===== src/rtl/mscn_pkg.sv =====
package mscn_pkg;
    typedef enum logic {
        ST_COLLECT = 1'b0,
        ST_EMIT    = 1'b1
    } mscn_state_e;

    // scale factor expressed as SCALE_NUM / 2**SCALE_SHIFT (29/32 ~ 0.906)
    localparam int SCALE_SHIFT = 5;
    localparam int SCALE_NUM   = 29;
endpackage


===== src/rtl/mscn_minsort.sv =====
// Two-smallest tracker: folds one new magnitude into (min1, min2, idx1).
module mscn_minsort #(
    parameter int MAG_W = 8,
    parameter int IDX_W = 4
) (
    input  logic [MAG_W-1:0] min1_i,
    input  logic [MAG_W-1:0] min2_i,
    input  logic [IDX_W-1:0] idx1_i,
    input  logic [MAG_W-1:0] mag_i,
    input  logic [IDX_W-1:0] idx_i,
    output logic [MAG_W-1:0] min1_o,
    output logic [MAG_W-1:0] min2_o,
    output logic [IDX_W-1:0] idx1_o
);
    always_comb begin
        min1_o = min1_i;
        min2_o = min2_i;
        idx1_o = idx1_i;
        if (mag_i < min1_i) begin
            min2_o = min1_i;
            min1_o = mag_i;
            idx1_o = idx_i;
        end else if (mag_i < min2_i) begin
            min2_o = mag_i;
        end
    end
endmodule


===== src/rtl/mscn_scale.sv =====
// Multiplies a magnitude by 29/32 using shifts and subtracts, truncating.
module mscn_scale #(
    parameter int MAG_W = 8
) (
    input  logic [MAG_W-1:0] mag_i,
    output logic [MAG_W-1:0] mag_o
);
    import mscn_pkg::*;
    localparam int EXT_W = MAG_W + SCALE_SHIFT;

    logic [EXT_W-1:0] ext;
    logic [EXT_W-1:0] acc;

    always_comb begin
        ext   = {{SCALE_SHIFT{1'b0}}, mag_i};
        // 29*m = 32*m - 2*m - m
        acc   = (ext << 5) - (ext << 1) - ext;
        mag_o = acc[EXT_W-1:SCALE_SHIFT];
    end
endmodule


===== src/rtl/minsum_check_node.sv =====
module minsum_check_node #(
    parameter int LLR_W   = 8,
    parameter int MAX_DEG = 16
) (
    input  logic             clk,
    input  logic             rst_n,
    input  logic             in_valid,
    input  logic [LLR_W-1:0] in_llr,
    input  logic             in_last,
    output logic             out_valid,
    output logic [LLR_W-1:0] out_llr,
    output logic             out_done,
    output logic             err_single
);
    import mscn_pkg::*;

    localparam int IDX_W = (MAX_DEG > 2) ? $clog2(MAX_DEG) : 1;
    localparam logic [IDX_W-1:0] IDX_TOP = IDX_W'(MAX_DEG - 1);
    localparam logic [IDX_W-1:0] IDX_ONE = IDX_W'(1);
    localparam logic [LLR_W-1:0] MAG_MAX = '1;

    typedef struct packed {
        mscn_state_e        st;
        logic [IDX_W-1:0]   cnt;
        logic [IDX_W-1:0]   last_idx;
        logic [LLR_W-1:0]   min1;
        logic [LLR_W-1:0]   min2;
        logic [IDX_W-1:0]   idx1;
        logic               par;
        logic [MAX_DEG-1:0] signs;
        logic               err;
    } regs_t;

    regs_t r_q, r_d;

    logic             in_sign;
    logic [LLR_W-1:0] in_mag;
    logic [LLR_W-1:0] ms_min1, ms_min2;
    logic [IDX_W-1:0] ms_idx1;
    logic [LLR_W-1:0] sel_mag;
    logic [LLR_W-1:0] scaled_mag;
    logic             out_sign;

    always_comb begin
        in_sign = in_llr[LLR_W-1];
        in_mag  = in_sign ? (~in_llr + LLR_W'(1)) : in_llr;
    end

    mscn_minsort #(.MAG_W(LLR_W), .IDX_W(IDX_W)) u_minsort (
        .min1_i (r_q.min1),
        .min2_i (r_q.min2),
        .idx1_i (r_q.idx1),
        .mag_i  (in_mag),
        .idx_i  (r_q.cnt),
        .min1_o (ms_min1),
        .min2_o (ms_min2),
        .idx1_o (ms_idx1)
    );

    always_comb begin
        sel_mag  = (r_q.cnt == r_q.idx1) ? r_q.min2 : r_q.min1;
        out_sign = r_q.par ^ r_q.signs[r_q.cnt];
    end

    mscn_scale #(.MAG_W(LLR_W)) u_scale (
        .mag_i (sel_mag),
        .mag_o (scaled_mag)
    );

    always_comb begin
        r_d     = r_q;
        r_d.err = 1'b0;
        case (r_q.st)
            ST_COLLECT: begin
                if (in_valid) begin
                    r_d.min1             = ms_min1;
                    r_d.min2             = ms_min2;
                    r_d.idx1             = ms_idx1;
                    r_d.par              = r_q.par ^ in_sign;
                    r_d.signs[r_q.cnt]   = in_sign;
                    if (in_last || (r_q.cnt == IDX_TOP)) begin
                        if (r_q.cnt == '0) begin
                            r_d.err   = 1'b1;
                            r_d.min1  = MAG_MAX;
                            r_d.min2  = MAG_MAX;
                            r_d.idx1  = '0;
                            r_d.par   = 1'b0;
                            r_d.signs = '0;
                        end else begin
                            r_d.st       = ST_EMIT;
                            r_d.last_idx = r_q.cnt;
                            r_d.cnt      = '0;
                        end
                    end else begin
                        r_d.cnt = r_q.cnt + IDX_ONE;
                    end
                end
            end
            default: begin
                if (r_q.cnt == r_q.last_idx) begin
                    r_d.st    = ST_COLLECT;
                    r_d.cnt   = '0;
                    r_d.min1  = MAG_MAX;
                    r_d.min2  = MAG_MAX;
                    r_d.idx1  = '0;
                    r_d.par   = 1'b0;
                    r_d.signs = '0;
                end else begin
                    r_d.cnt = r_q.cnt + IDX_ONE;
                end
            end
        endcase
    end

    always_ff @(posedge clk) begin
        if (!rst_n) begin
            r_q.st       <= ST_COLLECT;
            r_q.cnt      <= '0;
            r_q.last_idx <= '0;
            r_q.min1     <= MAG_MAX;
            r_q.min2     <= MAG_MAX;
            r_q.idx1     <= '0;
            r_q.par      <= 1'b0;
            r_q.signs    <= '0;
            r_q.err      <= 1'b0;
        end else begin
            r_q <= r_d;
        end
    end

    always_comb begin
        out_valid  = (r_q.st == ST_EMIT);
        out_done   = out_valid && (r_q.cnt == r_q.last_idx);
        out_llr    = out_sign ? (~scaled_mag + LLR_W'(1)) : scaled_mag;
        err_single = r_q.err;
    end
endmodule


===== config.mk =====
export PLATFORM = sky130hd
export DESIGN_NAME = minsum_check_node
export DESIGN_NICKNAME = d
export VERILOG_FILES = /design/src/rtl/mscn_pkg.sv /design/src/rtl/mscn_minsort.sv /design/src/rtl/mscn_scale.sv /design/src/rtl/minsum_check_node.sv
export SDC_FILE = /design/constraint.sdc
export NUM_CORES = 1
export LEC_CHECK = 0
export BUFFER_PORTS_ARGS = -buffer_cell sky130_fd_sc_hd__buf_2
export CAP_MARGIN = 20
export CORE_MARGIN = 1.5
export CORE_UTILIZATION = 40
export CTS_CLUSTER_SIZE = 25
export DETAILED_ROUTE_END_ITERATION = 7
export HOLD_SLACK_MARGIN = 0.1
export MAX_ROUTING_LAYER = met4
export SYNTH_ARGS = -nofsm -noshare
export SYNTH_HDL_FRONTEND = slang
export SYNTH_SLANG_ARGS = --single-unit

===== constraint.sdc =====
create_clock -name clk -period 4.3 [get_ports clk]
set_input_delay 0.645 -clock clk [delete_from_list [all_inputs] [get_ports clk]]
set_output_delay 0.645 -clock clk [all_outputs]
set_load 0.05 [all_outputs]

# Yosys cells after proc, flatten, opt, wreduce, memory -nomap -nowiden

Index checks and enable logic that the tools add are counted.

Add/sub/neg operators: 5
Multiply operators: 0
Div/mod/pow operators: 0
Order comparisons: 4
Equal/unequal tests: 5
Shift operators: 0
Muxes and demuxes: 23
Bitwise logic cells: 9
Reduce and logical (&&, ||, !) cells: 9

Operator list:

| kind                                                 | count |
|---|---|
| 2-to-1 mux 37 bit                                    | 2 |
| 2-to-1 mux 8 bit                                     | 6 |
| 2-to-1 mux 47 bit                                    | 1 |
| 2-to-1 mux 42 bit                                    | 1 |
| 2-to-1 mux 38 bit                                    | 1 |
| adder 8 x 1 -> 8 bit (second input constant)         | 2 |
| bitwise mux 16 bit                                   | 1 |
| < comparator 8 bit                                   | 2 |
| inverter 8 bit                                       | 2 |
| subtractor 13 x 8 -> 13 bit                          | 1 |
| subtractor 13 x 9 -> 13 bit                          | 1 |
| 2-to-1 mux 4 bit                                     | 3 |
| 2-to-1 mux 9 bit                                     | 1 |
| equality test 4 bit                                  | 2 |
| < comparator 4 x 5 -> 1 bit (second input constant)  | 1 |
| 2-to-1 mux 5 bit                                     | 1 |
| inverter 1 bit                                       | 5 |
| adder 4 x 1 -> 4 bit (second input constant)         | 1 |
| binary-select mux 1 bit (select 4 bit)               | 1 |
| demux 1 bit (select 4 bit)                           | 1 |
| equality test 4 bit (second input constant)          | 1 |
| >= comparator 4 x 1 -> 1 bit (second input constant) | 1 |
| logical NOT 4 bit                                    | 1 |
| 2-to-1 mux 1 bit                                     | 4 |
| 9 further kinds                                      | 12 |

Flip-flop bits (word level): 47
Latch bits: 0
RAM bits: 0
Bits in read-only memories: 0
Input bits: 12
Output and inout bits: 11
Word-level logic and storage cells: 64
Memories kept: 0

# Longest topological paths before layout

Gate-level depths: netlist of the first run.

Depth in word-level cells: 10
Depth in mapped cells: 19
Gate-level depth less buffers: 16

# By module

Synthesis of the first run repeated with hierarchy kept, for this count alone.

Cell total of the unflattened synthesis: 491
Area, all modules: 4072.7 um^2

By module, submodules not included:

| module            | instances | cells each | area an instance (um^2) | sequential area each (um^2) |
|---|---|---|---|---|
| minsum_check_node | 1         | 325        | 2678.8                  | 940.9 |
| mscn_minsort      | 1         | 77         | 716.9                   | 0.0 |
| mscn_scale        | 1         | 89         | 676.9                   | 0.0 |

# Worst setup path before layout of the first run

No wires, ideal clock.

Path kind: register to output
Start point: register r_q[42] (netlist bit)
End point: output port out_llr[1]
Arrival time: 4646 ps
Data required time: 3655 ps
Path slack: -991 ps
Stages on the path, launching flop included: 15
Buffers on the path: 1
Path through: dfxtp_1 -> xnor2_1 -> nand4_1 -> clkbuf_1 -> a21oi_1 -> ha_1 -> ha_1 -> nand3_1 -> mux2_4 -> and3_1 -> xnor2_1 -> inv_1 -> ha_1 -> nor2_1 -> a21oi_1

Cells in the longest elaborated chain, start to end: 7
Elaborated cells on any way between the ends: 10
Classes of those cells: add/sub (3); eq/ne (1); mux (4); bitwise (2)

Ends and longest elaborated chain:

| element                     | RTL line                 | RTL |
|---|---|---|
| start: declaration          | minsum_check_node.sv:34  | `regs_t r_q, r_d;` |
| start signal: assignment    | minsum_check_node.sv:127 | `r_q <= r_d;` |
| equality test 4 bit         | minsum_check_node.sv:61  | `sel_mag = (r_q.cnt == r_q.idx1) ? r_q.min2 : r_q.min1;` |
| 2-to-1 mux 8 bit            | minsum_check_node.sv:61  |  |
| subtractor 13 x 9 -> 13 bit | mscn_scale.sv:17         | `acc = (ext << 5) - (ext << 1) - ext;` |
| subtractor 13 x 8 -> 13 bit | mscn_scale.sv:17         |  |
| inverter 8 bit              | minsum_check_node.sv:134 | `out_llr = out_sign ? (~scaled_mag + LLR_W'(1)) : scaled_mag;` |
| adder 8 x 1 -> 8 bit        | minsum_check_node.sv:134 |  |
| 2-to-1 mux 8 bit (*)        | minsum_check_node.sv:134 |  |
| end: declaration            | minsum_check_node.sv:11  | `output logic [LLR_W-1:0] out_llr,` |

Every way passes the cells marked *; elsewhere a longest branch is shown, timed or not. The select of a mux whose other input is x is not followed.

# Worst setup path in the final report of the first run

Start point: register r_q[18] (netlist bit)
End point: output port out_llr[7]

Cells in the longest elaborated chain, start to end: 7

Ends and longest elaborated chain:

| element                         | RTL line |
|---|---|
| equality test 4 bit (*)         | minsum_check_node.sv:61 |
| 2-to-1 mux 8 bit (*)            | minsum_check_node.sv:61 |
| subtractor 13 x 9 -> 13 bit     | mscn_scale.sv:17 |
| subtractor 13 x 8 -> 13 bit (*) | mscn_scale.sv:17 |
| inverter 8 bit                  | minsum_check_node.sv:134 |
| adder 8 x 1 -> 8 bit            | minsum_check_node.sv:134 |
| 2-to-1 mux 8 bit (*)            | minsum_check_node.sv:134 |

Every way passes the cells marked *; elsewhere a longest branch is shown, timed or not.

==> flow_summary.html, run 1 <==
<table>
<tr><th>Metric</th><th>Value</th></tr>
<tr><th colspan="2">Status</th></tr>
<tr><td>Run status</td><td>finished, violations left</td></tr>
<tr><td>Violated checks</td><td>setup timing</td></tr>
<tr><th colspan="2">Clock network</th></tr>
<tr><td>Clock insertion delay at the later pin of the skew report</td><td>0.30 ns</td></tr>
<tr><td># clock sinks</td><td>47</td></tr>
<tr><td>Clock-pin transition on the worst setup and hold timing paths</td><td>0.09 ns</td></tr>
<tr><td>Clock buffer depth</td><td>2</td></tr>
<tr><td>H-tree depth</td><td>2</td></tr>
<tr><td>Number of buffers created by CTS</td><td>5</td></tr>
<tr><td>CTS Root Buffer Type</td><td>sky130_fd_sc_hd__clkbuf_8</td></tr>
<tr><td>TritonCTS clock tree</td><td>done</td></tr>
<tr><th colspan="2">GRT</th></tr>
<tr><td>Total overflow reported by the global router</td><td>0</td></tr>
<tr><td>Maximum number of pins on one net before global-route repair</td><td>26</td></tr>
<tr><td>Global-route total usage across every layer</td><td>19.1%</td></tr>
<tr><td>Global-route wire length before repair</td><td>15000 um</td></tr>
<tr><td>Number of global-route vias before repair</td><td>3249</td></tr>
<tr><td>Number of antenna violations at the first check in global routing</td><td>0</td></tr>
<tr><th colspan="2">Worst setup path</th></tr>
<tr><td>Critical R2R Capture</td><td>r_q[28]$_SDFFE_PN1P_</td></tr>
<tr><td>Crit-path slowest cell</td><td>sky130_fd_sc_hd__or4b_1</td></tr>
<tr><td>Worst setup path category</td><td>reg -&gt; out</td></tr>
<tr><td>Maximum fanout along the worst path</td><td>7</td></tr>
<tr><td>Worst-path cell chain</td><td>xnor2_2, nand4_1, buf_6, clkbuf_16, a21oi_4, xor2_1, ha_1, ha_4, a21o_1, nand2_1, o21ai_1, or4b_1, a21o_1, a21oi_4, a31oi_4, xnor2_4, buf_6</td></tr>
<tr><td>Worst flop-to-flop path startpoint</td><td>r_q[31]$_SDFFE_PN1P_</td></tr>
<tr><td>Depth of the worst register-to-register path</td><td>10</td></tr>
<tr><td>Data arrival time of the critical path</td><td>3.94 ns</td></tr>
<tr><td>Longest individual stage delay on the worst path</td><td>0.47 ns</td></tr>
<tr><td>Category of the worst setup path launch point</td><td>flip-flop</td></tr>
<tr><td>Sort of element at the end of the critical path</td><td>output pin</td></tr>
<tr><td>Reg-to-reg slack, setup</td><td>1.40 ns</td></tr>
<tr><td>Critical path data required time</td><td>3.65 ns</td></tr>
<tr><th colspan="2">STA</th></tr>
<tr><td>Fin Clk Skew</td><td>0.00832 ns</td></tr>
<tr><td>Highest clock frequency the design can meet</td><td>218 MHz</td></tr>
<tr><td>Worst hold margin</td><td>0.457 ns</td></tr>
<tr><td>Portion of the clock cycle consumed by the worst path in the final layout</td><td>107%</td></tr>
<tr><td>Setup total negative slack</td><td>-0.955 ns</td></tr>
<tr><td>RSZ-0062 raised after global routing</td><td>true</td></tr>
<tr><td>Worst slew margin</td><td>46.6%</td></tr>
<tr><td>Max-slew violation total from the final report</td><td>0</td></tr>
<tr><td>Count of endpoints failing hold in the final timing report</td><td>0</td></tr>
<tr><td>Minimum period implied by the final worst setup slack</td><td>4.58 ns</td></tr>
<tr><td>Final setup fails</td><td>5</td></tr>
<tr><td>Pin slew with the least headroom to its limit</td><td>0.795 ns</td></tr>
<tr><td>Worst Slack Setup Final</td><td>-0.283 ns</td></tr>
<tr><th colspan="2">Synth</th></tr>
<tr><td>Syn Std Cell Area</td><td>3720 sq um</td></tr>
<tr><td>Share of synthesized registers carrying an async set or reset</td><td>0%</td></tr>
<tr><td>Count of mapped cells out of synthesis</td><td>458</td></tr>
<tr><td>Total number of yosys warnings</td><td>0</td></tr>
<tr><td>Avg Inst Size Synth</td><td>8.13 sq um</td></tr>
<tr><td>Predominant post-synthesis flop cell</td><td>sky130_fd_sc_hd__dfxtp_1</td></tr>
<tr><td>Number of enable flip-flop cells after synthesis</td><td>0</td></tr>
<tr><td>Share of synthesized area occupied by flip-flops and latches</td><td>25.3%</td></tr>
<tr><td>Mapped Nets</td><td>503</td></tr>
<tr><td>Yosys cell types</td><td>54</td></tr>
<tr><td>#FFs+latches synth</td><td>47</td></tr>
<tr><th colspan="2">Final layout</th></tr>
<tr><td>Layout Nets</td><td>555</td></tr>
<tr><td>Highest-count cells in the layout ignoring fill and taps</td><td>55 x sky130_fd_sc_hd__nand2_1, 45 x sky130_fd_sc_hd__dfxtp_1, 42 x sky130_fd_sc_hd__buf_4, 37 x sky130_fd_sc_hd__inv_1, 32 x sky130_fd_sc_hd__nor2_1</td></tr>
<tr><td>Final standard cell area without fillers</td><td>4830 sq um</td></tr>
<tr><td>Layout cell share with drive strength beyond 1</td><td>29.5%</td></tr>
<tr><td>Most frequent standard cell in the layout excluding fill and tap cells</td><td>sky130_fd_sc_hd__nand2_1</td></tr>
<tr><td>Antenna Cells</td><td>0</td></tr>
<tr><td>Final standard cell utilization of the core</td><td>53.0%</td></tr>
<tr><td>Layout area overhead</td><td>29.8%</td></tr>
<tr><td>Filler cell count</td><td>844</td></tr>
<tr><th colspan="2">Power and ir drop</th></tr>
<tr><td>Power density over the cells</td><td>705 nW/um^2</td></tr>
<tr><td>Leakage dissipation</td><td>2.14 nW</td></tr>
<tr><td>Switching share of power</td><td>47.2%</td></tr>
<tr><td>Largest voltage drop on the vdd net</td><td>0.657 mV</td></tr>
<tr><td>Sequential share of power</td><td>13.8%</td></tr>
<tr><td>Clock power frac</td><td>8.1%</td></tr>
<tr><td>Gate power share</td><td>78.1%</td></tr>
<tr><td>Cell internal power dissipation</td><td>0.00180 W</td></tr>
<tr><td>Net Switching</td><td>0.00161 W</td></tr>
<tr><th colspan="2">Job</th></tr>
<tr><td>Max cap viols</td><td>0</td></tr>
<tr><th colspan="2">Floorplan</th></tr>
<tr><td>Starting Density</td><td>40.9%</td></tr>
<tr><td>Height of the die</td><td>99.5 um</td></tr>
<tr><td>Placeable core area</td><td>9110 sq um</td></tr>
<tr><td>IO Pins</td><td>23</td></tr>
<tr><td>Area enclosed by the die boundary</td><td>9890 sq um</td></tr>
<tr><td>Die extent in x</td><td>99.5 um</td></tr>
<tr><td>Floorplan row count</td><td>35</td></tr>
<tr><th colspan="2">Min path</th></tr>
<tr><td>Hold Crit Endpoint</td><td>r_q[5]$_SDFFE_PN0P_</td></tr>
<tr><td>Worst hold path depth</td><td>2</td></tr>
<tr><td>Min-Delay Startpoint</td><td>r_q[5]$_SDFFE_PN0P_</td></tr>
<tr><td>Kind of path behind the tightest hold check</td><td>reg -&gt; reg</td></tr>
<tr><th colspan="2">Drt</th></tr>
<tr><td>Wirelength per Cell</td><td>14.6 um</td></tr>
<tr><td>Post-DRT Antenna Nets</td><td>0</td></tr>
<tr><td>DRC violations left</td><td>0</td></tr>
<tr><td>Count of routing violations after the opening detailed-route iteration</td><td>146</td></tr>
<tr><td>Post-detailed-route via-to-cell ratio</td><td>5.38</td></tr>
<tr><td>Vias</td><td>3346</td></tr>
<tr><td>Number of detailed-routing iterations run before antenna repair</td><td>5</td></tr>
<tr><td>Total length of routed wires</td><td>9090 um</td></tr>
<tr><th colspan="2">Placement</th></tr>
<tr><td>Detail Placement HPWL</td><td>6910 um</td></tr>
<tr><td>Routability cong.</td><td>0.872</td></tr>
<tr><td>Area of placed instances</td><td>4400 sq um</td></tr>
<tr><td>Port Buf Inserts</td><td>22</td></tr>
</table>
## worst max path at each step
| stage | startpoint | end | slack (ns) | cells after the start |
|---|---|---|---|---|
| after floorplan | r_q[45]$_SDFFE_PN0P_ | out_llr[5] | -0.18 | 16 |
| after global placement | r_q[42]$_SDFFE_PN0P_ | out_llr[6] | -0.03 | 17 |
| after detailed placement | r_q[42]$_SDFFE_PN0P_ | out_llr[5] | -0.19 | 16 |
| after CTS | r_q[42]$_SDFFE_PN0P_ | out_llr[6] | -0.34 | 18 |
| after global routing | r_q[18]$_SDFFE_PN0P_ | out_llr[6] | -0.49 | 18 |
| final | r_q[18]$_SDFFE_PN0P_ | out_llr[7] | -0.28 | 17 |
## registers in the layout (all words and copies together), names as in the netlist
signal / cells
r_q: 45
out_valid: 1
err_single: 1
## Yosys cell counts (all sizes together) (3+ instances only)
| library cell | n | area (sq um) |
|---|---|---|
| a21o | 15 | 113 |
| a21oi | 31 | 163 |
| a221oi | 9 | 146 |
| a31o | 4 | 35.0 |
| a31oi | 4 | 25.0 |
| and2 | 3 | 18.8 |
| and3 | 6 | 37.5 |
| buf | 4 | 30.0 |
| clkbuf | 19 | 71.3 |
| dfxtp | 47 | 941 |
| ha | 33 | 413 |
| inv | 38 | 143 |
| mux2i | 12 | 120 |
| mux4 | 5 | 113 |
| nand2 | 55 | 206 |
| nand2b | 5 | 31.3 |
| nand3 | 18 | 90.1 |
| nand4 | 4 | 25.0 |
| nor2 | 41 | 154 |
| nor2b | 8 | 50.1 |
| nor3 | 7 | 35.0 |
| nor4 | 3 | 18.8 |
| o21ai | 15 | 82.6 |
| o22a | 8 | 70.1 |
| xnor2 | 22 | 208 |
| xor2 | 15 | 131 |
## timing repair
action                                  CTS  global route
cloned                                    0             1
endpoints found under the setup margin    7             7
hold buffers                              0             0
setup buffers                             0             5
resized for setup                        21            35
pin swaps                                 3            22
## per-stage QoR
step | cells | worst slack, ns | power [W]
floorplan | 458 | -0.181 | 0.00208
global placement | 607 | -0.0253 | 0.00264
detailed placement | 608 | -0.186 | 0.00267
CTS | 616 | -0.339 | 0.00315
global route | 622 | -0.494 | 0.00361
finish | 622 | -0.283 | 0.00341
## cells by family after synthesis
group                      share of synthesized area (%)
buffers and inverters                               6.55
muxes                                               6.66
xor gates and xnor gates                            9.11
and+or+nand+nor                                     20.5
AOI/OAI and AO/OA                                   20.8
adders and majority gates                           11.1
DFF                                                 25.3
## final cells by class
| cell class | count | area [sq um] | share of cell area, % |
|---|---|---|---|
| well taps | 111 | 139 | 2.87 |
| multi-input cells | 350 | 2980 | 61.6 |
| clock inverters | 3 | 22.5 | 0.466 |
| inverters | 38 | 143 | 2.95 |
| repair buffers | 68 | 537 | 11.1 |
| clock buffers | 5 | 68.8 | 1.42 |
| flip-flops and latches | 47 | 943 | 19.5 |
## power by group through the flow
stage / clock, W / sequential (W) / combinational [W]
CTS: 0.000284 / 0.000468 / 0.00240
global route: 0.000301 / 0.000471 / 0.00284
finish: 0.000276 / 0.000469 / 0.00266
global placement: 0 / 0.000476 / 0.00216
detailed placement: 0 / 0.000477 / 0.00219
floorplan: 0 / 0.000475 / 0.00161
## metal layers
layer / part of all wire (%) / global-route usage (%) / vias to the layer above
met5: 0 / - / -
met4: 1.0 / 4.66 / 0
met3: 2.0 / 2.53 / 8
met2: 52 / 35.0 / 42
met1: 45 / 22.0 / 1602
li1: - / - / 1694
## worst max-delay path: cells and delay by family (launching register included)
family | cells | cell delay, ns
compound gates | 6 | 1.01
simple gates | 3 | 0.66
fa+ha+maj | 2 | 0.57
xor+xnor | 3 | 0.54
buf+inv | 3 | 0.48
flops | 1 | 0.35
Power figures use the tool's default switching activity.
==> inputs of run 2 (changes only) <==
--- a/config.mk
+++ b/config.mk
@@ -12,7 +12,6 @@
 export CTS_CLUSTER_SIZE = 25
 export DETAILED_ROUTE_END_ITERATION = 7
 export HOLD_SLACK_MARGIN = 0.1
-export MAX_ROUTING_LAYER = met4
 export SYNTH_ARGS = -nofsm -noshare
 export SYNTH_HDL_FRONTEND = slang
 export SYNTH_SLANG_ARGS = --single-unit
==> run 2 against run 1 <==
The flow still finishes with violations (setup timing). Sequential share of layout area stayed put. Global-route usage is 0.58 points lower. Non-clock buffer count unchanged. Clock skew down 0.0010 ns. Largest cell class unchanged. Largest power group unchanged. Highest routed layer unchanged.
==> flow_summary.html, run 2 (synthesis results as in run 1) <==
<table>
<tr><th>Metric</th><th>Value</th></tr>
<tr><th colspan="2">Status</th></tr>
<tr><td>Run status</td><td>finished, violations left (unchanged)</td></tr>
<tr><td>Violated checks</td><td>setup timing (unchanged)</td></tr>
<tr><th colspan="2">GRT</th></tr>
<tr><td>Most used routing layer</td><td>met2 (unchanged)</td></tr>
<tr><td>Number of global-route vias before repair</td><td>3255 (was 3249)</td></tr>
<tr><td>GR Util met3</td><td>2.53% (unchanged)</td></tr>
<tr><td>Maximum number of pins on one net before global-route repair</td><td>26 (unchanged)</td></tr>
<tr><td>Number of antenna violations at the first check in global routing</td><td>0 (unchanged)</td></tr>
<tr><td>Met2 Resource Use GR</td><td>35.0% (unchanged)</td></tr>
<tr><td>GR met1 Demand/Resource</td><td>21.9% (was 22.0%)</td></tr>
<tr><td>Total overflow reported by the global router</td><td>0 (unchanged)</td></tr>
<tr><td>Global-route wire length before repair</td><td>15000 um (about the same)</td></tr>
<tr><td>Global-route total usage across every layer</td><td>18.5% (was 19.1%)</td></tr>
<tr><th colspan="2">Clock network</th></tr>
<tr><td>Number of buffers created by CTS</td><td>5 (unchanged)</td></tr>
<tr><td># clock sinks</td><td>47 (unchanged)</td></tr>
<tr><td>TritonCTS clock tree</td><td>done (unchanged)</td></tr>
<tr><td>Clock insertion delay at the later pin of the skew report</td><td>0.30 ns (about the same)</td></tr>
<tr><td>Clock buffer depth</td><td>2 (unchanged)</td></tr>
<tr><td>Clock-pin transition on the worst setup and hold timing paths</td><td>0.09 ns (about the same)</td></tr>
<tr><td>H-tree depth</td><td>2 (unchanged)</td></tr>
<tr><td>CTS Root Buffer Type</td><td>sky130_fd_sc_hd__clkbuf_8 (unchanged)</td></tr>
<tr><th colspan="2">Worst setup path</th></tr>
<tr><td>Reg-to-reg slack, setup</td><td>1.40 ns (about the same)</td></tr>
<tr><td>Worst setup path category</td><td>reg -&gt; out (unchanged)</td></tr>
<tr><td>Maximum fanout along the worst path</td><td>7 (unchanged)</td></tr>
<tr><td>Worst flop-to-flop path startpoint</td><td>r_q[31]$_SDFFE_PN1P_ (unchanged)</td></tr>
<tr><td>Critical path data required time</td><td>3.65 ns (about the same)</td></tr>
<tr><td>Data arrival time of the critical path</td><td>3.94 ns (about the same)</td></tr>
<tr><td>Critical R2R Capture</td><td>r_q[28]$_SDFFE_PN1P_ (unchanged)</td></tr>
<tr><td>Sort of element at the end of the critical path</td><td>output pin (unchanged)</td></tr>
<tr><td>Source of the critical timing path</td><td>r_q[18]$_SDFFE_PN0P_ (unchanged)</td></tr>
<tr><td>Depth of the worst register-to-register path</td><td>10 (unchanged)</td></tr>
<tr><td>Category of the worst setup path launch point</td><td>flip-flop (unchanged)</td></tr>
<tr><th colspan="2">Placement</th></tr>
<tr><td>Number of placed instances with taps included</td><td>608 (unchanged)</td></tr>
<tr><td>Worst slack, placed</td><td>-0.186 ns (unchanged)</td></tr>
<tr><td>Detail Placement HPWL</td><td>6910 um (unchanged)</td></tr>
<tr><td>Routability cong.</td><td>0.858 (was 0.872)</td></tr>
<tr><td>Area of placed instances</td><td>4400 sq um (unchanged)</td></tr>
<tr><td>Port Buf Inserts</td><td>22 (unchanged)</td></tr>
<tr><th colspan="2">Drt</th></tr>
<tr><td>DRC violations left</td><td>0 (unchanged)</td></tr>
<tr><td>Total length of routed wires</td><td>9090 um (unchanged)</td></tr>
<tr><td>Post-detailed-route via-to-cell ratio</td><td>5.41 (was 5.38)</td></tr>
<tr><td>Vias</td><td>3362 (was 3346)</td></tr>
<tr><td>Number of detailed-routing iterations run before antenna repair</td><td>5 (unchanged)</td></tr>
<tr><td>Count of routing violations after the opening detailed-route iteration</td><td>135 (was 146)</td></tr>
<tr><td>Wirelength per Cell</td><td>14.6 um (unchanged)</td></tr>
<tr><td>Post-DRT Antenna Nets</td><td>0 (unchanged)</td></tr>
<tr><th colspan="2">STA</th></tr>
<tr><td>Setup total negative slack</td><td>-0.955 ns (about the same)</td></tr>
<tr><td>Worst slew margin</td><td>46.7% (was 46.6%)</td></tr>
<tr><td>Highest clock frequency the design can meet</td><td>218 MHz (about the same)</td></tr>
<tr><td>Worst Slack Setup Final</td><td>-0.284 ns (was -0.283 ns)</td></tr>
<tr><td>Final setup fails</td><td>5 (unchanged)</td></tr>
<tr><td>Count of endpoints failing hold in the final timing report</td><td>0 (unchanged)</td></tr>
<tr><td>Max-slew violation total from the final report</td><td>0 (unchanged)</td></tr>
<tr><td>Fin Clk Skew</td><td>0.00728 ns (was 0.00832 ns)</td></tr>
<tr><td>Pin slew with the least headroom to its limit</td><td>0.794 ns (was 0.795 ns)</td></tr>
<tr><td>Minimum period implied by the final worst setup slack</td><td>4.58 ns (about the same)</td></tr>
<tr><td>RSZ-0062 raised after global routing</td><td>true (unchanged)</td></tr>
<tr><td>Portion of the clock cycle consumed by the worst path in the final layout</td><td>107% (about the same)</td></tr>
<tr><th colspan="2">Job</th></tr>
<tr><td>Max cap viols</td><td>0 (unchanged)</td></tr>
<tr><th colspan="2">Final layout</th></tr>
<tr><td>Area of all sequential standard cells</td><td>943 sq um (unchanged)</td></tr>
<tr><td>Antenna Cells</td><td>0 (unchanged)</td></tr>
<tr><td>Layout area overhead</td><td>29.8% (unchanged)</td></tr>
<tr><td>Most frequent standard cell in the layout excluding fill and tap cells</td><td>sky130_fd_sc_hd__nand2_1 (unchanged)</td></tr>
<tr><td>Max reg flops</td><td>45 (unchanged)</td></tr>
<tr><td>Layout cell share with drive strength beyond 1</td><td>29.5% (unchanged)</td></tr>
<tr><td>Highest-count cells in the layout ignoring fill and taps</td><td>55 x sky130_fd_sc_hd__nand2_1, 45 x sky130_fd_sc_hd__dfxtp_1, 42 x sky130_fd_sc_hd__buf_4, 37 x sky130_fd_sc_hd__inv_1, 32 x sky130_fd_sc_hd__nor2_1 (unchanged)</td></tr>
<tr><td>Filler cell count</td><td>844 (unchanged)</td></tr>
<tr><td>Biggest register</td><td>r_q (unchanged)</td></tr>
<tr><td>Layout Nets</td><td>555 (unchanged)</td></tr>
<tr><td>Final standard cell area without fillers</td><td>4830 sq um (unchanged)</td></tr>
<tr><td>Footprint of the multi-input gates</td><td>2980 sq um (unchanged)</td></tr>
<tr><td>Final non-filler cell total</td><td>622 (unchanged)</td></tr>
<tr><th colspan="2">Floorplan</th></tr>
<tr><td>Height of the die</td><td>99.5 um (unchanged)</td></tr>
<tr><td>Area enclosed by the die boundary</td><td>9890 sq um (unchanged)</td></tr>
<tr><td>Die extent in x</td><td>99.5 um (unchanged)</td></tr>
<tr><td>IO Pins</td><td>23 (unchanged)</td></tr>
<tr><td>Placeable core area</td><td>9110 sq um (unchanged)</td></tr>
<tr><td>Starting Density</td><td>40.9% (unchanged)</td></tr>
<tr><td>Floorplan row count</td><td>35 (unchanged)</td></tr>
<tr><th colspan="2">Min path</th></tr>
<tr><td>Kind of path behind the tightest hold check</td><td>reg -&gt; reg (unchanged)</td></tr>
<tr><td>Hold Crit Endpoint</td><td>r_q[5]$_SDFFE_PN0P_ (unchanged)</td></tr>
<tr><td>Min-Delay Startpoint</td><td>r_q[5]$_SDFFE_PN0P_ (unchanged)</td></tr>
<tr><td>Worst hold path depth</td><td>2 (unchanged)</td></tr>
<tr><th colspan="2">Power and ir drop</th></tr>
<tr><td>Largest voltage drop on the vdd net</td><td>0.657 mV (about the same)</td></tr>
<tr><td>Leakage dissipation</td><td>2.14 nW (unchanged)</td></tr>
<tr><td>Power density over the cells</td><td>705 nW/um^2 (about the same)</td></tr>
</table>
==> run 2: cell counts in the layout (fill, tap and decap cells not counted) <==
No cell type changed its count.
==> run 2: cell type report <==
class | count | share of cell area (%)
Clock buffer | 5 | 1.42
Multi-Input combinational cell | 350 | 61.6
Timing Repair Buffer | 68 | 11.1
Tap cell | 111 | 2.87
Sequential cell | 47 | 19.5
Inverter | 38 | 2.95
Clock inverter | 3 | 0.466
==> run 2: through the flow <==
| stage | hold slack (ns) | total power, W | utilization, % |
|---|---|---|---|
| floorplan | 0.433 | 0.00208 | - |
| global placement | 0.438 | 0.00264 | 48.2 |
| detailed placement | 0.449 | 0.00267 | 48.3 |
| CTS | 0.463 | 0.00315 | 50.4 |
| global route | 0.479 | 0.00361 | 53.0 |
| finish | 0.457 | 0.00341 | 53.0 |
==> run 2: layer usage <==
metal	share of wire (%)	vias up
met4	1.0	0
met3	2.1	8
li1	-	1697
met2	52	43
met1	45	1614
met5	0	-
==> run 2: worst max path at each step <==
stage	slack, ns	endpoint
after global placement	-0.03	out_llr[6]
after detailed placement	-0.19	out_llr[5]
after global routing	-0.49	out_llr[6]
after floorplan	-0.18	out_llr[5]
final	-0.28	out_llr[7]
after CTS	-0.34	out_llr[6]
==> run 2: timing repair <==
item | 4_1_cts | 5_1_grt
buffers inserted | 0 | 5
hold buffers | 0 | 0
setup endpoints to repair | 7 | 7
hold endpoints to repair | 0 | 0
resized for setup | 21 | 35
pin swaps | 3 | 22
gates cloned | 0 | 1
==> run 2: power breakdown <==
group	total (W)	internal (W)	switching (W)
registers	0.000469	0.000450	0.0000182
logic	0.00266	0.00123	0.00143
clock network	0.000277	0.000117	0.000160
==> run 2: critical path, cell delays in order (launching register included) <==
cell and delay (ns):
sky130_fd_sc_hd__dfxtp_2 0.34, sky130_fd_sc_hd__xnor2_2 0.18, sky130_fd_sc_hd__nand4_1 0.13, sky130_fd_sc_hd__buf_6 0.15, sky130_fd_sc_hd__clkbuf_16 0.16, sky130_fd_sc_hd__a21oi_4 0.20
sky130_fd_sc_hd__xor2_1 0.20, sky130_fd_sc_hd__ha_1 0.29, sky130_fd_sc_hd__ha_4 0.28, sky130_fd_sc_hd__a21o_1 0.19, sky130_fd_sc_hd__nand2_1 0.06, sky130_fd_sc_hd__o21ai_1 0.08
sky130_fd_sc_hd__or4b_1 0.47, sky130_fd_sc_hd__a21o_1 0.22, sky130_fd_sc_hd__a21oi_4 0.19, sky130_fd_sc_hd__a31oi_4 0.13, sky130_fd_sc_hd__xnor2_4 0.16, sky130_fd_sc_hd__buf_6 0.17
==> inputs of run 3 (changes only) <==
--- a/config.mk
+++ b/config.mk
@@ -12,6 +12,7 @@
 export CTS_CLUSTER_SIZE = 25
 export DETAILED_ROUTE_END_ITERATION = 7
 export HOLD_SLACK_MARGIN = 0.1
+export SETUP_SLACK_MARGIN = 0.05
 export SYNTH_ARGS = -nofsm -noshare
 export SYNTH_HDL_FRONTEND = slang
 export SYNTH_SLANG_ARGS = --single-unit
==> run 3 against run 2 <==
The flow still finishes with violations (setup timing). Fmax decreased by 1.1%. Flip-flop and latch count unchanged. Setup slack got worse by 0.049 ns. Critical path type unchanged.
==> flow_summary.html, run 3 (synthesis results as in run 1) <==
<table>
<tr><th>Metric</th><th>Value</th></tr>
<tr><th colspan="2">Status</th></tr>
<tr><td>Run status</td><td>finished, violations left (unchanged)</td></tr>
<tr><td>Violated checks</td><td>setup timing (unchanged)</td></tr>
<tr><th colspan="2">GRT</th></tr>
<tr><td>Number of antenna violations at the first check in global routing</td><td>0 (unchanged)</td></tr>
<tr><td>Total overflow reported by the global router</td><td>0 (unchanged)</td></tr>
<tr><td>Number of global-route vias before repair</td><td>3256 (was 3255)</td></tr>
<tr><td>Maximum number of pins on one net before global-route repair</td><td>26 (unchanged)</td></tr>
<tr><td>Global-route wire length before repair</td><td>15100 um (was 15000 um)</td></tr>
<tr><td>Global-route total usage across every layer</td><td>18.5% (about the same)</td></tr>
<tr><th colspan="2">Drt</th></tr>
<tr><td>Total length of routed wires</td><td>9010 um (was 9090 um)</td></tr>
<tr><td>Number of detailed-routing iterations run before antenna repair</td><td>4 (was 5)</td></tr>
<tr><td>DRC violations left</td><td>0 (unchanged)</td></tr>
<tr><td>Post-DRT Antenna Nets</td><td>0 (unchanged)</td></tr>
<tr><td>Post-detailed-route via-to-cell ratio</td><td>5.36 (was 5.41)</td></tr>
<tr><td>Vias</td><td>3335 (was 3362)</td></tr>
<tr><td>Count of routing violations after the opening detailed-route iteration</td><td>116 (was 135)</td></tr>
<tr><td>Wirelength per Cell</td><td>14.5 um (was 14.6 um)</td></tr>
<tr><th colspan="2">Worst setup path</th></tr>
<tr><td>Worst setup path category</td><td>reg -&gt; out (unchanged)</td></tr>
<tr><td>Critical R2R Capture</td><td>r_q[22]$_SDFFE_PN1P_ (was r_q[28]$_SDFFE_PN1P_)</td></tr>
<tr><td>Data arrival time of the critical path</td><td>3.99 ns (was 3.94 ns)</td></tr>
<tr><td>Critical path data required time</td><td>3.65 ns (about the same)</td></tr>
<tr><td>Source of the critical timing path</td><td>r_q[18]$_SDFFE_PN0P_ (unchanged)</td></tr>
<tr><td>Longest individual stage delay on the worst path</td><td>0.53 ns (was 0.47 ns)</td></tr>
<tr><td>Maximum fanout along the worst path</td><td>7 (unchanged)</td></tr>
<tr><td>Crit-path slowest cell</td><td>sky130_fd_sc_hd__or4b_1 (unchanged)</td></tr>
<tr><td>Category of the worst setup path launch point</td><td>flip-flop (unchanged)</td></tr>
<tr><td>Reg-to-reg slack, setup</td><td>1.45 ns (was 1.40 ns)</td></tr>
<tr><td>Worst flop-to-flop path startpoint</td><td>r_q[31]$_SDFFE_PN1P_ (unchanged)</td></tr>
<tr><td>Last element of the critical path</td><td>out_llr[7] (unchanged)</td></tr>
<tr><td>Depth of the worst register-to-register path</td><td>10 (unchanged)</td></tr>
<tr><td>Sort of element at the end of the critical path</td><td>output pin (unchanged)</td></tr>
<tr><td>Worst-path cell chain</td><td>xnor2_2, nand4_1, buf_6, clkbuf_16, a21oi_1, inv_2, buf_4, ha_1, or2_2, ha_4, nand3_1, a21oi_1, or4b_1, a21o_1, a21oi_4, a31oi_4, xnor2_4, buf_6 (was xnor2_2, nand4_1, buf_6, clkbuf_16, a21oi_4, xor2_1, ha_1, ha_4, a21o_1, nand2_1, o21ai_1, or4b_1, a21o_1, a21oi_4, a31oi_4, xnor2_4, buf_6)</td></tr>
<tr><th colspan="2">Floorplan</th></tr>
<tr><td>Area enclosed by the die boundary</td><td>9890 sq um (unchanged)</td></tr>
<tr><td>Die extent in x</td><td>99.5 um (unchanged)</td></tr>
<tr><td>IO Pins</td><td>23 (unchanged)</td></tr>
<tr><td>Floorplan row count</td><td>35 (unchanged)</td></tr>
<tr><td>Placeable core area</td><td>9110 sq um (unchanged)</td></tr>
<tr><td>Height of the die</td><td>99.5 um (unchanged)</td></tr>
<tr><td>Starting Density</td><td>40.9% (unchanged)</td></tr>
<tr><th colspan="2">Clock network</th></tr>
<tr><td>H-tree depth</td><td>2 (unchanged)</td></tr>
<tr><td>Clock buffer depth</td><td>2 (unchanged)</td></tr>
<tr><td>Clock-pin transition on the worst setup and hold timing paths</td><td>0.09 ns (about the same)</td></tr>
<tr><td>CTS Root Buffer Type</td><td>sky130_fd_sc_hd__clkbuf_8 (unchanged)</td></tr>
<tr><td>TritonCTS clock tree</td><td>done (unchanged)</td></tr>
<tr><td>Clock insertion delay at the later pin of the skew report</td><td>0.30 ns (about the same)</td></tr>
<tr><td># clock sinks</td><td>47 (unchanged)</td></tr>
<tr><td>Number of buffers created by CTS</td><td>5 (unchanged)</td></tr>
<tr><th colspan="2">Placement</th></tr>
<tr><td>Detail Placement HPWL</td><td>6800 um (was 6910 um)</td></tr>
<tr><td>Routability cong.</td><td>0.835 (was 0.858)</td></tr>
<tr><td>Port Buf Inserts</td><td>22 (unchanged)</td></tr>
<tr><th colspan="2">STA</th></tr>
<tr><td>Worst Slack Setup Final</td><td>-0.333 ns (was -0.284 ns)</td></tr>
<tr><td>Final setup fails</td><td>7 (was 5)</td></tr>
<tr><td>Worst slew margin</td><td>48.2% (was 46.7%)</td></tr>
<tr><td>Minimum period implied by the final worst setup slack</td><td>4.63 ns (was 4.58 ns)</td></tr>
<tr><td>Setup total negative slack</td><td>-1.32 ns (was -0.955 ns)</td></tr>
<tr><td>Count of endpoints failing hold in the final timing report</td><td>0 (unchanged)</td></tr>
<tr><td>Portion of the clock cycle consumed by the worst path in the final layout</td><td>108% (was 107%)</td></tr>
<tr><td>RSZ-0062 raised after global routing</td><td>true (unchanged)</td></tr>
<tr><td>Fin Clk Skew</td><td>0.0117 ns (was 0.00728 ns)</td></tr>
<tr><td>Worst hold margin</td><td>0.461 ns (was 0.457 ns)</td></tr>
<tr><td>Pin slew with the least headroom to its limit</td><td>0.771 ns (was 0.794 ns)</td></tr>
<tr><td>Max-slew violation total from the final report</td><td>0 (unchanged)</td></tr>
<tr><td>Highest clock frequency the design can meet</td><td>216 MHz (was 218 MHz)</td></tr>
<tr><th colspan="2">Final layout</th></tr>
<tr><td>Layout cell share with drive strength beyond 1</td><td>30.9% (was 29.5%)</td></tr>
<tr><td>Biggest register</td><td>r_q (unchanged)</td></tr>
<tr><td>Highest-count cells in the layout ignoring fill and taps</td><td>54 x sky130_fd_sc_hd__nand2_1, 44 x sky130_fd_sc_hd__dfxtp_1, 42 x sky130_fd_sc_hd__buf_4, 36 x sky130_fd_sc_hd__inv_1, 31 x sky130_fd_sc_hd__nor2_1 (was 55 x sky130_fd_sc_hd__nand2_1, 45 x sky130_fd_sc_hd__dfxtp_1, 42 x sky130_fd_sc_hd__buf_4, 37 x sky130_fd_sc_hd__inv_1, 32 x sky130_fd_sc_hd__nor2_1)</td></tr>
<tr><td>Layout area overhead</td><td>29.7% (was 29.8%)</td></tr>
<tr><td>Layout Nets</td><td>555 (unchanged)</td></tr>
<tr><td>Antenna Cells</td><td>0 (unchanged)</td></tr>
<tr><td>Max reg flops</td><td>45 (unchanged)</td></tr>
<tr><td>Most frequent standard cell in the layout excluding fill and tap cells</td><td>sky130_fd_sc_hd__nand2_1 (unchanged)</td></tr>
<tr><th colspan="2">Min path</th></tr>
<tr><td>Kind of path behind the tightest hold check</td><td>reg -&gt; reg (unchanged)</td></tr>
<tr><td>Worst hold path depth</td><td>2 (unchanged)</td></tr>
<tr><th colspan="2">Power and ir drop</th></tr>
<tr><td>Largest voltage drop on the vdd net</td><td>0.559 mV (was 0.657 mV)</td></tr>
<tr><td>Leakage dissipation</td><td>2.14 nW (about the same)</td></tr>
<tr><td>Power density over the cells</td><td>696 nW/um^2 (was 705 nW/um^2)</td></tr>
<tr><th colspan="2">Job</th></tr>
<tr><td>Max cap viols</td><td>0 (unchanged)</td></tr>
</table>
==> run 3: changes by cell type in the layout (fill, tap and decap cells not counted), moves of 2 or more <==
cell,change
sky130_fd_sc_hd__a31o_1,-2
sky130_fd_sc_hd__xnor2_1,-2
sky130_fd_sc_hd__xnor2_2,+2
sky130_fd_sc_hd__ha_4,-2
sky130_fd_sc_hd__nor2_2,+2
sky130_fd_sc_hd__xor2_2,+2
==> run 3: repair_timing <==
action	in CTS	in global routing
gates resized for setup	31	29
pin swaps	3	23
buffers inserted	0	5
endpoints found under the setup margin	7	7
hold buffers	0	0
cloned	0	1
==> run 3: critical path: cells and delay by family (launching register included) <==
family          cells  cell delay [ns]
xor+xnor            2             0.37
compound gates      5             0.78
flops               1             0.34
simple gates        4             1.06
fa+ha+maj           2             0.41
buf+inv             5             0.71
==> run 3: power breakdown <==
group	leakage, nW	switching, W	total [W]	internal, W
Clock	0.0412	0.000147	0.000261	0.000114
Combinational	1.72	0.00141	0.00263	0.00122
Sequential	0.383	0.0000175	0.000468	0.000451
==> run 3: worst min path at each step <==
stage                          from              endpoint  slack, ns
2_1_floorplan  r_q[11]$_SDFFE_PN0P_  r_q[11]$_SDFFE_PN0P_       0.43
3_5_place_dp    r_q[5]$_SDFFE_PN0P_   r_q[5]$_SDFFE_PN0P_       0.45
4_1_cts         r_q[5]$_SDFFE_PN0P_   r_q[5]$_SDFFE_PN0P_       0.46
3_3_place_gp   r_q[14]$_SDFFE_PN0P_  r_q[14]$_SDFFE_PN0P_       0.44
5_1_grt         r_q[5]$_SDFFE_PN0P_   r_q[5]$_SDFFE_PN0P_       0.48
6_report        r_q[8]$_SDFFE_PN0P_   r_q[8]$_SDFFE_PN0P_       0.46
==> run 3: area by class of cell <==
type                    instances  area, sq um
clock buffers                   6         72.6
clock inverters                 2         12.5
fillers                       853         4280
inverters                      38          143
multi-input cells             350         2980
flip-flops and latches         47          945
well taps                     111          139
repair buffers                 68          537
==> run 3: metal layers <==
layer | track usage, % | wire [um] | part of all wire (%) | up-vias
met5 | 0 | 0 | 0 | -
met4 | 4.33 | 78 | 0.87 | 0
met3 | 2.60 | 198 | 2.2 | 8
met2 | 34.4 | 4650 | 52 | 45
met1 | 22.5 | 4080 | 45 | 1589
li1 | - | - | - | 1693
==> run 3: per-stage QoR <==
stage / setup WS [ns] / power [W] / area, sq um / utilization (%) / std cells
floorplan: -0.181 / 0.00208 / 3960 / - / 458
global placement: -0.0368 / 0.00264 / 4390 / 48.2 / 607
detailed placement: -0.0882 / 0.00266 / 4400 / 48.3 / 608
CTS: -0.220 / 0.00316 / 4610 / 50.7 / 616
global route: -0.528 / 0.00357 / 4830 / 53.0 / 622
finish: -0.333 / 0.00336 / 4830 / 53.0 / 622
